### config.mk
export PLATFORM = sky130hd
export DESIGN_NAME = pci_rd_target
export DESIGN_NICKNAME = d
export VERILOG_FILES = /design/src/rtl/pci_rd_pkg.sv /design/src/rtl/pci_bar_decode.sv /design/src/rtl/pci_loc_handshake.sv /design/src/rtl/pci_par_gen.sv /design/src/rtl/pci_rd_target.sv
export SDC_FILE = /design/constraint.sdc
export NUM_CORES = 1
export LEC_CHECK = 0
export BUFFER_PORTS_ARGS = -buffer_cell sky130_fd_sc_hd__buf_2
export CAP_MARGIN = 20
export CORE_AREA = 2 2 215 217
export CTS_BUF_LIST = sky130_fd_sc_hd__clkbuf_16
export CTS_CLUSTER_SIZE = 24
export DETAILED_ROUTE_END_ITERATION = 10
export DIE_AREA = 0 0 217 219
export GPL_TIMING_DRIVEN = 0
export PLACE_DENSITY = 0.39
export RECOVER_POWER = 50
export SLEW_MARGIN = 20
export SYNTH_ARGS = -nofsm -noshare
export SYNTH_HDL_FRONTEND = slang
export SYNTH_HIERARCHICAL = 1
export SYNTH_SLANG_ARGS = --single-unit
### constraint.sdc
create_clock -name clk -period 3.6 [get_ports clk]
set_input_delay 0.9 -clock clk [delete_from_list [all_inputs] [get_ports clk]]
set_output_delay 0.9 -clock clk [all_outputs]
set_load 0.02 [all_outputs]
### src/rtl/pci_rd_pkg.sv
package pci_rd_pkg;

  typedef enum logic [2:0] {
    ST_IDLE    = 3'd0,
    ST_DECODE  = 3'd1,
    ST_CLAIM   = 3'd2,
    ST_WAITX   = 3'd3,
    ST_DATA    = 3'd4,
    ST_TURNOFF = 3'd5,
    ST_NOHIT   = 3'd6
  } rd_state_t;

  localparam logic [3:0] CMD_MEM_READ = 4'b0110;

endpackage

### src/rtl/pci_bar_decode.sv
module pci_bar_decode #(
  parameter int NBAR = 6,
  parameter int AW   = 32
) (
  input  logic [AW-1:0]      addr,
  input  logic [3:0]         cmd,
  input  logic [NBAR*AW-1:0] bar_base,
  input  logic [NBAR*AW-1:0] bar_mask,
  input  logic [NBAR-1:0]    bar_en,
  output logic [NBAR-1:0]    hit_vec,
  output logic               any_hit
);
  import pci_rd_pkg::*;

  logic [NBAR-1:0] raw;
  logic            is_read;

  assign is_read = (cmd == CMD_MEM_READ);

  for (genvar k = 0; k < NBAR; k++) begin : g_win
    logic [AW-1:0] base_k;
    logic [AW-1:0] mask_k;
    assign base_k = bar_base[k*AW +: AW];
    assign mask_k = bar_mask[k*AW +: AW];
    assign raw[k] = bar_en[k] & is_read & ((addr & mask_k) == (base_k & mask_k));
  end

  // lowest set bit wins
  assign hit_vec = raw & (~raw + NBAR'(1));
  assign any_hit = |raw;

endmodule

### src/rtl/pci_loc_handshake.sv
module pci_loc_handshake #(
  parameter int DW = 32
) (
  input  logic          clk,
  input  logic          rst_n,
  input  logic          loc_rdy_n,
  input  logic          ack_on,
  input  logic [DW-1:0] loc_data,
  output logic          xfr,
  output logic [DW-1:0] data_q
);

  logic rdy_q, rdy_d;
  logic [DW-1:0] data_d;

  always_comb begin
    rdy_d  = ~loc_rdy_n;
    data_d = data_q;
    if (xfr) data_d = loc_data;
  end

  always_ff @(posedge clk or negedge rst_n) begin
    if (!rst_n) begin
      rdy_q  <= 1'b0;
      data_q <= '0;
    end else begin
      rdy_q  <= rdy_d;
      data_q <= data_d;
    end
  end

  // ready seen at the previous edge and acknowledge active now
  assign xfr = rdy_q & ack_on;

  AST_XFR_PRIOR_RDY: assert property (@(posedge clk) disable iff (!rst_n)
    xfr |-> $past(loc_rdy_n) == 1'b0);

endmodule

### src/rtl/pci_par_gen.sv
module pci_par_gen #(
  parameter int DW = 32,
  parameter int CW = 4
) (
  input  logic          clk,
  input  logic          rst_n,
  input  logic [DW-1:0] ad,
  input  logic [CW-1:0] cbe_n,
  input  logic          oe,
  output logic          par,
  output logic          par_oe
);

  logic par_d, oe_d;

  always_comb begin
    par_d = par;
    oe_d  = oe;
    if (oe) par_d = ^{ad, cbe_n};
  end

  always_ff @(posedge clk or negedge rst_n) begin
    if (!rst_n) begin
      par    <= 1'b0;
      par_oe <= 1'b0;
    end else begin
      par    <= par_d;
      par_oe <= oe_d;
    end
  end

endmodule

### src/rtl/pci_rd_target.sv
module pci_rd_target #(
  parameter int NBAR = 6,
  parameter int AW   = 32
) (
  input  logic               clk,
  input  logic               rst_n,
  input  logic               frame_n,
  input  logic               irdy_n,
  input  logic [3:0]         cbe_n,
  input  logic [AW-1:0]      ad_in,
  output logic [AW-1:0]      ad_out,
  output logic               ad_oe,
  output logic               par_out,
  output logic               par_oe,
  output logic               devsel_n_out,
  output logic               trdy_n_out,
  output logic               stop_n_out,
  output logic               ctl_oe,
  input  logic [NBAR*AW-1:0] bar_base,
  input  logic [NBAR*AW-1:0] bar_mask,
  input  logic [NBAR-1:0]    bar_en,
  output logic               loc_frame_n,
  output logic [3:0]         loc_cmd,
  output logic [AW-1:0]      loc_addr,
  output logic [NBAR-1:0]    loc_hit,
  output logic               loc_busy,
  input  logic               loc_rdy_n,
  output logic               loc_ack_n,
  output logic               loc_xfr_n,
  input  logic [AW-1:0]      loc_data
);
  import pci_rd_pkg::*;

  rd_state_t       state_q, state_d;
  logic [AW-1:0]   addr_q, addr_d;
  logic [3:0]      cmd_q, cmd_d;
  logic [NBAR-1:0] hit_q, hit_d;
  logic [NBAR-1:0] dec_hit;
  logic            dec_any;
  logic            xfr, ack_on;
  logic [AW-1:0]   rd_word;

  pci_bar_decode #(.NBAR(NBAR), .AW(AW)) u_dec (
    .addr    (addr_q),
    .cmd     (cmd_q),
    .bar_base(bar_base),
    .bar_mask(bar_mask),
    .bar_en  (bar_en),
    .hit_vec (dec_hit),
    .any_hit (dec_any)
  );

  pci_loc_handshake #(.DW(AW)) u_hs (
    .clk      (clk),
    .rst_n    (rst_n),
    .loc_rdy_n(loc_rdy_n),
    .ack_on   (ack_on),
    .loc_data (loc_data),
    .xfr      (xfr),
    .data_q   (rd_word)
  );

  pci_par_gen #(.DW(AW), .CW(4)) u_par (
    .clk   (clk),
    .rst_n (rst_n),
    .ad    (ad_out),
    .cbe_n (cbe_n),
    .oe    (ad_oe),
    .par   (par_out),
    .par_oe(par_oe)
  );

  // next state
  always_comb begin
    state_d = state_q;
    addr_d  = addr_q;
    cmd_d   = cmd_q;
    hit_d   = hit_q;
    unique case (state_q)
      ST_IDLE: begin
        if (!frame_n) begin
          addr_d  = ad_in;
          cmd_d   = cbe_n;
          state_d = ST_DECODE;
        end
      end
      ST_DECODE: begin
        if (dec_any) begin
          hit_d   = dec_hit;
          state_d = ST_CLAIM;
        end else begin
          state_d = ST_NOHIT;
        end
      end
      ST_CLAIM, ST_WAITX: begin
        state_d = xfr ? ST_DATA : ST_WAITX;
      end
      ST_DATA: begin
        if (!irdy_n) state_d = ST_TURNOFF;
      end
      ST_TURNOFF: begin
        state_d = ST_IDLE;
      end
      ST_NOHIT: begin
        if (frame_n && irdy_n) state_d = ST_IDLE;
      end
      default: state_d = ST_IDLE;
    endcase
  end

  always_ff @(posedge clk or negedge rst_n) begin
    if (!rst_n) begin
      state_q <= ST_IDLE;
      addr_q  <= '0;
      cmd_q   <= '0;
      hit_q   <= '0;
    end else begin
      state_q <= state_d;
      addr_q  <= addr_d;
      cmd_q   <= cmd_d;
      hit_q   <= hit_d;
    end
  end

  // outputs decoded from the state register
  logic claimed;
  assign claimed = (state_q == ST_CLAIM) || (state_q == ST_WAITX) || (state_q == ST_DATA);

  assign ack_on       = (state_q == ST_CLAIM) || (state_q == ST_WAITX);
  assign ad_oe        = claimed;
  assign ad_out       = rd_word;
  assign ctl_oe       = claimed || (state_q == ST_TURNOFF);
  assign devsel_n_out = ~claimed;
  assign trdy_n_out   = ~(state_q == ST_DATA);
  assign stop_n_out   = 1'b1;
  assign loc_frame_n  = ~(state_q == ST_CLAIM);
  assign loc_cmd      = cmd_q;
  assign loc_addr     = addr_q;
  assign loc_hit      = ctl_oe ? hit_q : '0;
  assign loc_busy     = ctl_oe;
  assign loc_ack_n    = ~ack_on;
  assign loc_xfr_n    = ~xfr;

  AST_HIT_ONEHOT: assert property (@(posedge clk) disable iff (!rst_n)
    $onehot0(loc_hit));
  AST_CLAIM_WITH_HIT: assert property (@(posedge clk) disable iff (!rst_n)
    !devsel_n_out |-> loc_hit != '0);
  AST_DRIVE_AFTER_TA: assert property (@(posedge clk) disable iff (!rst_n)
    $rose(ad_oe) |-> !devsel_n_out && $past(!ctl_oe));
  AST_TRDY_AFTER_XFR: assert property (@(posedge clk) disable iff (!rst_n)
    $fell(trdy_n_out) |-> $past(loc_xfr_n) == 1'b0);
  AST_RELEASE: assert property (@(posedge clk) disable iff (!rst_n)
    $rose(trdy_n_out) |=> !ctl_oe);
  AST_NO_STOP: assert property (@(posedge clk) disable iff (!rst_n)
    stop_n_out);

endmodule

==> reports/qor.yml, run 1 <==
grt_pass1_wl_um: 57200
dr.pass1.iters: 5
nets: 1617
maxCapViolCount: 1
via_per_inst: 3.98
synth.net_count: 1056
grt_max_degree: 63
cts_buffers: 9
relSlewSlack: -0.129
cp.buffers_inverters: 2
placed_area_um2: 10100
cts_tree: "yes"
fp-row-count: 78
drc: 0
hold_path.class: "reg -> reg"
antenna_found_initial: 16
synth_edf_count: 0
setup_viol: 0
rsz0062_at_grt: "false"
grt.overflow.total: 0
tightest_slew_ns: 1.69
die_area_um2: 47500
stdcell_count: 1763
synth_area_um2: 6520
avgRoutedWirePerCell_um: 24.6
design_area_um2: 10500
critPathKind: "reg -> reg"
hold_depth: 1
status: "finished with violations"
peakVddDrop_v: 0.000579
dpl.cell_count: 1742
r2r_end: "hit_q[1]$_DFFE_PN0P_"
finalCriticalPeriod_ns: 3.42
hold_viol: 0
grt_pass1_vias: 7491
crit_chain: "buf_2 -> xor2_1 -> a22o_1 -> a221oi_2 -> nand4_1 -> or4_4 -> nand4_4 -> nand3b_1 -> nand2_2 -> nor3_4 -> buf_12 -> mux2_4"
crit_path_max_fanout: 6
max_freq_ghz: 0.292
ant_nets: 0
vias: 7013
power_per_cell_area_nw_per_um2: 863
rr_worst_depth: 12
skew_ns: 0.0110
start_util: 0.145
area_growth_pct: 60.8
yosysSeqAreaShare: 0.307
drt-total-wl_um: 43300
yosys_warnings: 6
grt.total_usage: 0.176
clockRootBuffer: "clkbuf_16"
critPathTopFamily: "simple AND/OR/NAND/NOR gates"
place_congestion: 0.886
ys_ff_latch: 80
dp_hpwl_um: 37500
arrival_ns: 3.68
synth-main-ff-cell: "dfrtp_1"
drv_slew: 63
r2r_start: "loc_addr[28]$_DFFE_PN0P_"
clock_latency_ns: 0.38
ios: 548
numPortBuffers: 546
syn_inst: 593
die_h_um: 219
violations: "capacitance limit, slew limit"
use_met2: 0.321
cp_slowest_cell: "or4_4"
crit_path_max_incr_delay_ns: 0.48
core_um2: 45100
cts_max_path_buffers: 2
drive_gt1_frac: 0.592
power.leakage_nw: 5.33
die_x_um: 217
drtIter0Drc: 322
startpoint_type: "register"
period_share: 0.950
reg2reg_slack_ns: 0.18
crit_path_end_kind: "register"
synthArstFlopShare: 1.00
avgSynthCellArea_um2: 11.0
cts_sinks: 80
htree_num_levels: 3
hold_end: "hit_q[3]$_DFFE_PN0P_"
hold_path_startpoint: "hit_q[3]$_DFFE_PN0P_"
grtUsageMet3: 0.0459
hold_slack_ns: 0.505
yosysUniqueCellTypes: 39
critical_path_required_ns: 3.86
clkTransAtPathRegs_ns: 0.07
top_usage_layer: "met2"
final_util: 0.232
use_met1: 0.198
## logic make-up (layout without fill, tap and decap cells)
logic type             after synthesis  in the layout  synth area share
buffers and inverters               47            612            0.0524
AO/OA/AOI/OAI                       97             97             0.124
flip-flops                          80             80             0.307
multiplexers                        75             75             0.146
AND/OR/NAND/NOR                     66             66            0.0626
other                                1              6          0.000575
XOR/XNOR                           227            227             0.307
## power breakdown
part / total [W] / internal (W) / switching (W)
clock: 0.00104 / 0.000608 / 0.000436
sequential: 0.00188 / 0.00133 / 0.000553
combinational: 0.00612 / 0.00270 / 0.00342
total: 0.00904 / 0.00464 / 0.00441
## through the flow
step                power, W  TNS (ns)  setup WS (ns)
finish               0.00904         0          0.179
global route         0.00962         0        0.00649
CTS                  0.00935    -0.242        -0.0418
detailed placement   0.00815     -7.80          -1.24
global placement     0.00809    -19.70          -2.94
floorplan            0.00572         0          0.264
## sequential cells by signal, summed over array words and instances (netlist names)
name	count
hit_q	6
loc_addr	32
loc_cmd	4
state_q	3
u_hs/data_q	32
u_hs/rdy_q	1
u_par/par	1
u_par/par_oe	1
## synthesized netlist by cell type, types with 2 or more instances
| library cell | instances | area (um^2) |
|---|---|---|
| nor3_1 | 3 | 15.0 |
| nor2b_1 | 2 | 12.5 |
| o21ai_0 | 2 | 10.0 |
| or4_4 | 4 | 45.0 |
| a22oi_1 | 40 | 300 |
| mux2_4 | 29 | 435 |
| dfrtp_1 | 80 | 2000 |
| a21oi_1 | 4 | 20.0 |
| xnor2_1 | 30 | 263 |
| nand2_1 | 10 | 37.5 |
| and2_1 | 7 | 43.8 |
| nor3b_1 | 2 | 15.0 |
| nand3_1 | 14 | 70.1 |
| a221oi_1 | 18 | 158 |
| buf_6 | 15 | 169 |
| clkbuf_1 | 10 | 37.5 |
| buf_4 | 2 | 15.0 |
| nor2_1 | 4 | 15.0 |
| nand2b_1 | 2 | 12.5 |
| a222oi_1 | 6 | 60.1 |
| xor2_1 | 196 | 1720 |
| inv_1 | 5 | 18.8 |
| mux2_1 | 2 | 22.5 |
| a221oi_2 | 4 | 60.1 |
| a22o_1 | 22 | 193 |
| mux2_2 | 43 | 484 |
| clkbuf_8 | 3 | 41.3 |
| buf_2 | 12 | 60.1 |
| nand4_1 | 12 | 75.1 |
## cell type report
| cell class | instances | area, um^2 |
|---|---|---|
| inverters | 5 | 18.8 |
| diodes | 5 | 12.5 |
| repair buffers | 556 | 2820 |
| flip-flops and latches | 80 | 2000 |
| multi-input cells | 466 | 4270 |
| clock inverters | 6 | 91.3 |
| well taps | 600 | 751 |
| fillers | 5066 | 34600 |
| clock buffers | 9 | 225 |
| plain buffers | 36 | 294 |
## what timing repair did
action	CTS	global route
pin swaps	7	3
endpoints found under the setup margin	7	6
hold buffers	0	0
buffers inserted	6	1
resized for setup	25	3
## layout by cell type (no fill, tap or decap), types with 4 or more instances in the layout
| master | synthesis | routed |
|---|---|---|
| and2_1 | 7 | 7 |
| a21oi_1 | 4 | 4 |
| clkbuf_1 | 10 | 8 |
| buf_6 | 15 | 13 |
| nand2_1 | 10 | 10 |
| diode_2 | 0 | 5 |
| mux2_4 | 29 | 29 |
| inv_1 | 5 | 5 |
| a22o_1 | 22 | 22 |
| a22oi_1 | 40 | 40 |
| nand3_1 | 14 | 13 |
| dfrtp_1 | 80 | 80 |
| clkbuf_16 | 0 | 9 |
| mux2_2 | 43 | 37 |
| buf_4 | 2 | 9 |
| a222oi_1 | 6 | 6 |
| or4_4 | 4 | 4 |
| mux2_1 | 2 | 8 |
| a221oi_1 | 18 | 13 |
| buf_2 | 12 | 553 |
| nor2_1 | 4 | 4 |
| xnor2_1 | 30 | 30 |
| xor2_1 | 196 | 196 |
| a221oi_2 | 4 | 8 |
| nand4_1 | 12 | 12 |
## worst max-delay path by stage
stage,start,end,slack (ns),cells past startpoint
after global placement,loc_cmd[3]$_DFFE_PN0P_,hit_q[1]$_DFFE_PN0P_,-2.94,8
after global routing,loc_addr[29]$_DFFE_PN0P_,hit_q[5]$_DFFE_PN0P_,0.006,12
final,loc_addr[28]$_DFFE_PN0P_,hit_q[1]$_DFFE_PN0P_,0.18,12
after detailed placement,bar_base[143],hit_q[1]$_DFFE_PN0P_,-1.24,11
after CTS,loc_addr[29]$_DFFE_PN0P_,hit_q[1]$_DFFE_PN0P_,-0.04,12
after floorplan,bar_base[75],hit_q[0]$_DFFE_PN0P_,0.26,10
## layer usage
layer	share of wire	wire length [um]
met5	0.00079	34
met4	0.023	990
met1	0.39	16900
met3	0.072	3120
met2	0.51	22200
Note: power is estimated with default switching activity, not from simulation.
==> inputs of run 2 (changes only) <==
Settings changed: CORE_AREA 2 2 215 217 to 2 2 213 215, DIE_AREA 0 0 217 219 to 0 0 215 217, PLACE_DENSITY 0.39 to 0.41.
Clock period 3.6 ns to 3.1 ns, I/O delays scaled along.
==> reports/qor.yml, run 2 (synthesis results as in run 1) <==
cp_slowest_cell: "nor3_4"  # was or4_4
numPortBuffers: 546  # unchanged
clockRootBuffer: "clkbuf_16"  # unchanged
power.leakage_nw: 5.48  # was 5.33 nW
cts_max_path_buffers: 2  # unchanged
period_share: 1.08  # was 0.950
htree_num_levels: 3  # unchanged
dr.pass1.iters: 5  # unchanged
pre_cts_slack_ns: -1.87  # was -1.24 ns
crit_chain: "clkbuf_16 -> xor2_1 -> a22o_1 -> a221oi_2 -> nand4_1 -> nor3_4 -> nand4_1 -> buf_6 -> nand3b_1 -> nand2_2 -> nor3_4 -> buf_12 -> mux2_4"  # was buf_2 -> xor2_1 -> a22o_1 -> a221oi_2 -> nand4_1 -> or4_4 -> nand4_4 -> nand3b_1 -> nand2_2 -> nor3_4 -> buf_12 -> mux2_4
drc: 0  # unchanged
skew_ns: 0.0144  # was 0.0110 ns
setup_viol: 6  # was 0
finalCriticalPeriod_ns: 3.34  # was 3.42 ns
stdcell_count: 1781  # was 1763
drv_slew: 0  # was 63
avgRoutedWirePerCell_um: 24.0  # was 24.6 um
arrival_ns: 3.60  # was 3.68 ns
cts_sinks: 80  # unchanged
drtIter0Drc: 319  # was 322
rsz0062_at_grt: "true"  # was false
power_per_cell_area_nw_per_um2: 997  # was 863 nW/um^2
drive_gt1_frac: 0.614  # was 0.592
crit_path_max_fanout: 6  # unchanged
nets: 1637  # was 1617
final_cell_mix: "buf_2 (551), xor2_1 (195), dfrtp_1 (77)"  # was buf_2 (553), xor2_1 (196), dfrtp_1 (80)
dp_hpwl_um: 36500  # was 37500 um
cts_tree: "yes"  # unchanged
cp.buffers_inverters: 3  # was 2
startpoint_type: "register"  # unchanged
maxCapViolCount: 0  # was 1
drt-total-wl_um: 42700  # was 43300 um
crit_path_max_incr_delay_ns: 0.45  # was 0.48 ns
critPathTopFamily: "simple AND/OR/NAND/NOR gates"  # unchanged
via_per_inst: 3.98  # about the same
max_freq_ghz: 0.299  # was 0.292 GHz
critPathKind: "reg -> reg"  # unchanged
cts_buffers: 9  # unchanged
die_h_um: 217  # was 219 um
critical_path_required_ns: 3.35  # was 3.86 ns
dpl.cell_count: 1742  # unchanged
grt_pass1_wl_um: 57500  # was 57200 um
hold_path.class: "reg -> reg"  # unchanged
tightest_slew_ns: 1.18  # was 1.69 ns
fp-row-count: 78  # unchanged
grt_pass1_vias: 7478  # was 7491
status: "finished with violations"  # unchanged
ios: 548  # unchanged
ant_nets: 0  # unchanged
hold_viol: 0  # unchanged
die_area_um2: 46700  # was 47500 um^2
start_util: 0.146  # was 0.145
antenna_found_initial: 13  # was 16
vias: 7084  # was 7013
grt.total_usage: 0.179  # was 0.176
clock_latency_ns: 0.37  # was 0.38 ns
crit_path_end_kind: "register"  # unchanged
place_congestion: 0.919  # was 0.886
setup_slack_ns: -0.245  # was 0.179 ns
hold_slack_ns: 0.507  # was 0.505 ns
grt_max_degree: 62  # was 63
final_common_cell: "buf_2"  # unchanged
area_growth_pct: 64.6  # was 60.8%
grt.overflow.total: 0  # unchanged
violations: "setup timing"  # was capacitance limit, slew limit
fillers: 4999  # was 5066
core_um2: 44700  # was 45100 um^2
clkTransAtPathRegs_ns: 0.07  # about the same
die_x_um: 215  # was 217 um
peakVddDrop_v: 0.000580  # was 0.000579 V
relSlewSlack: 0.215  # was -0.129
-- run 2: path summary, 6_finish.rpt --
path | from | end | slack (ns) | depth (start not counted)
worst min-delay path | hit_q[4]$_DFFE_PN0P_ | hit_q[4]$_DFFE_PN0P_ | 0.51 | 1
min in group asynchronous | rst_n | u_hs/data_q[8]$_DFFE_PN0P_ | 0.63 | 1
worst min register to register | hit_q[4]$_DFFE_PN0P_ | hit_q[4]$_DFFE_PN0P_ | 0.51 | 1
worst max register to register | loc_addr[5]$_DFFE_PN0P_ | hit_q[3]$_DFFE_PN0P_ | -0.24 | 13
max in group asynchronous | rst_n | loc_addr[25]$_DFFE_PN0P_ | 0.73 | 2
worst max-delay path | loc_addr[5]$_DFFE_PN0P_ | hit_q[3]$_DFFE_PN0P_ | -0.24 | 13
-- run 2: cell type report --
type | count | area [um^2] | share of cell area
well taps | 600 | 751 | 0.0700
flip-flops and latches | 80 | 2010 | 0.187
multi-input cells | 466 | 4330 | 0.403
repair buffers | 575 | 2970 | 0.277
diodes | 3 | 7.51 | 0.000700
inverters | 5 | 18.8 | 0.00175
clock inverters | 6 | 37.5 | 0.00350
plain buffers | 37 | 383 | 0.0357
clock buffers | 9 | 225 | 0.0210
-- run 2: power by group --
part / switching (W) / internal, W / leakage (nW)
Sequential: 0.000586 / 0.00155 / 0.952
Clock: 0.000488 / 0.000536 / 0.131
Combinational: 0.00411 / 0.00343 / 4.40
Total: 0.00518 / 0.00552 / 5.48
-- run 2: stage by stage --
step	cell area [um^2]	total power, W	util	TNS, ns
2_1_floorplan	6530	0.00664	-	0
3_3_place_gp	10000	0.00946	0.224	-16.95
3_5_place_dp	10100	0.00951	0.226	-12.44
4_1_cts	10700	0.0109	0.239	-1.99
5_1_grt	10700	0.0114	0.240	-2.28
6_report	10700	0.0107	0.240	-1.41
-- run 2: layer usage --
layer | GRT usage | part of all wire
met4 | 0.0526 | 0.024
met3 | 0.0443 | 0.068
met1 | 0.211 | 0.40
met2 | 0.321 | 0.50
met5 | 0 | 0.00063
-- run 2: what timing repair did --
item,CTS,global route
endpoints found under the setup margin,7,7
hold buffers,0,0
resized for setup,43,6
buffers inserted,21,9
pin swaps,17,10
==> inputs of run 3 (changes only) <==
Settings changed: BUFFER_PORTS_ARGS -buffer_cell sky130_fd_sc_hd__buf_2 to default, CORE_AREA 2 2 213 215 to 2 2 212 214, DIE_AREA 0 0 215 217 to 0 0 214 216, DONT_BUFFER_PORTS from default to 1, PLACE_DENSITY 0.41 to 0.3.
==> reports/qor.yml, run 3 (synthesis results as in run 1) <==
arrival_ns: 3.65  # was 3.60 ns
fp-row-count: 77  # was 78
ant_nets: 0  # unchanged
rr_worst_depth: 11  # was 13
die_h_um: 216  # was 217 um
start_util: 0.149  # was 0.146
dp_hpwl_um: 34100  # was 36500 um
rsz0062_at_grt: "true"  # unchanged
vias: 5094  # was 7084
clockRootBuffer: "clkbuf_16"  # unchanged
crit_cells: 11  # was 13
die_x_um: 214  # was 215 um
crit_path_max_incr_delay_ns: 0.63  # was 0.45 ns
setup_viol: 7  # was 6
power.leakage_nw: 3.36  # was 5.48 nW
clock_latency_ns: 0.38  # was 0.37 ns
cts_sinks: 80  # unchanged
area_growth_pct: 24.3  # was 64.6%
antennaDiodeCount: 0  # was 3
drive_gt1_frac: 0.300  # was 0.614
cts_tree: "yes"  # unchanged
cts_max_path_buffers: 2  # unchanged
avgRoutedWirePerCell_um: 33.0  # was 24.0 um
grt_pass1_vias: 5632  # was 7478
period_share: 1.09  # was 1.08
drc: 0  # unchanged
skew_ns: 0.00590  # was 0.0144 ns
grt.total_usage: 0.171  # was 0.179
hold_viol: 0  # unchanged
dpl.cell_count: 1187  # was 1742
crit_chain: "buf_6 -> xor2_1 -> a222oi_1 -> nand4_1 -> or4_4 -> nand4_4 -> nand3b_1 -> nand2_2 -> nor3_4 -> buf_12 -> mux2_4"  # was clkbuf_16 -> xor2_1 -> a22o_1 -> a221oi_2 -> nand4_1 -> nor3_4 -> nand4_1 -> buf_6 -> nand3b_1 -> nand2_2 -> nor3_4 -> buf_12 -> mux2_4
grt_max_degree: 81  # was 62
critPathTopFamily: "simple AND/OR/NAND/NOR gates"  # unchanged
finalSetupTns_ns: -1.78  # was -1.41 ns
cp.buffers_inverters: 2  # was 3
cp_slowest_cell: "or4_4"  # was nor3_4
critPathKind: "reg -> reg"  # unchanged
ios: 548  # unchanged
clkTransAtPathRegs_ns: 0.06  # was 0.07 ns
grt_pass1_wl_um: 52300  # was 57500 um
crit_path_end_kind: "register"  # unchanged
numPortBuffers: 0  # was 546
setup_slack_ns: -0.294  # was -0.245 ns
tightest_slew_ns: 0.996  # was 1.18 ns
drv_slew: 0  # unchanged
grt.overflow.total: 0  # unchanged
cts_buffers: 9  # unchanged
finalCriticalPeriod_ns: 3.39  # was 3.34 ns
power_per_cell_area_nw_per_um2: 1250  # was 997 nW/um^2
via_per_inst: 4.16  # was 3.98
status: "finished with violations"  # unchanged
core_um2: 43800  # was 44700 um^2
relSlewSlack: 0.334  # was 0.215
maxCapViolCount: 0  # unchanged
power_w: 0.0101  # was 0.0107 W
violations: "setup timing"  # unchanged
peakVddDrop_v: 0.000517  # was 0.000580 V
hold_path.class: "in -> async"  # was reg -> reg
place_congestion: 0.867  # was 0.919
antenna_found_initial: 3  # was 13
max_freq_ghz: 0.295  # was 0.299 GHz
crit_path_max_fanout: 6  # unchanged
htree_num_levels: 3  # unchanged
postCtsHoldBufs: 0  # unchanged
drtIter0Drc: 294  # was 319
nets: 1091  # was 1637
final_cell_mix: "xor2_1 (195), dfrtp_1 (70), a22oi_1 (40)"  # was buf_2 (551), xor2_1 (195), dfrtp_1 (77)
startpoint_type: "register"  # unchanged
dr.pass1.iters: 5  # unchanged
placed_area_um2: 7300  # was 10100 um^2
final_common_cell: "xor2_1"  # was buf_2
drt-total-wl_um: 40500  # was 42700 um
die_area_um2: 46200  # was 46700 um^2
design_area_um2: 8110  # was 10700 um^2
stdcell_count: 1225  # was 1781
critical_path_required_ns: 3.36  # was 3.35 ns
## run 3: changes by cell type in the layout (fill, tap and decap cells not counted), sizes merged
| cell | before | now |
|---|---|---|
| buf | 603 | 53 |
| clkbuf | 18 | 22 |
| clkinv | 3 | 6 |
| clkinvlp | 1 | 0 |
| diode | 3 | 0 |
| inv | 7 | 6 |
## run 3: final cells by class
type	count	area (um^2)
Inverter	5	18.8
Buffer	42	467
Timing Repair Buffer	24	225
Clock inverter	7	36.3
Multi-Input combinational cell	466	4380
Tap cell	592	741
Fill cell	4876	35700
Clock buffer	9	225
Sequential cell	80	2010
## run 3: worst reg2reg max path: stages (launching register included)
cell,delay (ns)
dfrtp_1,0.48
buf_6,0.23
xor2_1,0.19
a222oi_1,0.56
nand4_1,0.20
or4_4,0.63
nand4_4,0.14
nand3b_1,0.16
nand2_2,0.08
nor3_4,0.15
buf_12,0.15
mux2_4,0.29
## run 3: through the flow
step | setup slack [ns] | util | hold WS (ns)
after global routing | -0.402 | 0.185 | 0.0662
after global placement | -2.53 | 0.166 | 0.483
final | -0.294 | 0.185 | 0.0907
after detailed placement | -1.97 | 0.167 | 0.481
after floorplan | 0.0765 | - | 0.472
after CTS | -0.340 | 0.185 | 0.0570
## run 3: metal layers
layer	vias to the layer above	track usage	wire length, um
met5	-	0	27
met4	4	0.0597	1120
met3	41	0.0571	3180
met2	356	0.314	21200
met1	2513	0.181	14900
li1	2180	-	-
## run 3: final timing paths
path                                           from                  endpoint  slack [ns]
max in group asynchronous                     rst_n   loc_addr[2]$_DFFE_PN0P_        2.83
hold reg to reg                hit_q[0]$_DFFE_PN0P_      hit_q[0]$_DFFE_PN0P_        0.51
setup reg to reg           loc_addr[19]$_DFFE_PN0P_      hit_q[0]$_DFFE_PN0P_       -0.29
hold / removal                                rst_n  loc_addr[10]$_DFFE_PN0P_        0.09
min in group clk                          loc_rdy_n      u_hs/rdy_q$_DFF_PN0_        0.45
setup / recovery           loc_addr[19]$_DFFE_PN0P_      hit_q[0]$_DFFE_PN0P_       -0.29
## run 3: repair_timing
action	4_1_cts	5_1_grt
buffers inserted	22	1
resized for setup	89	0
pin swaps	31	4
setup endpoints to repair	7	7
## run 3: power breakdown
group	leakage (nW)	switching (W)	internal, W	total, W
Sequential	0.945	0.00125	0.00155	0.00280
Clock	0.134	0.000498	0.000534	0.00103
Combinational	2.28	0.00330	0.00299	0.00629
Total	3.36	0.00504	0.00507	0.0101
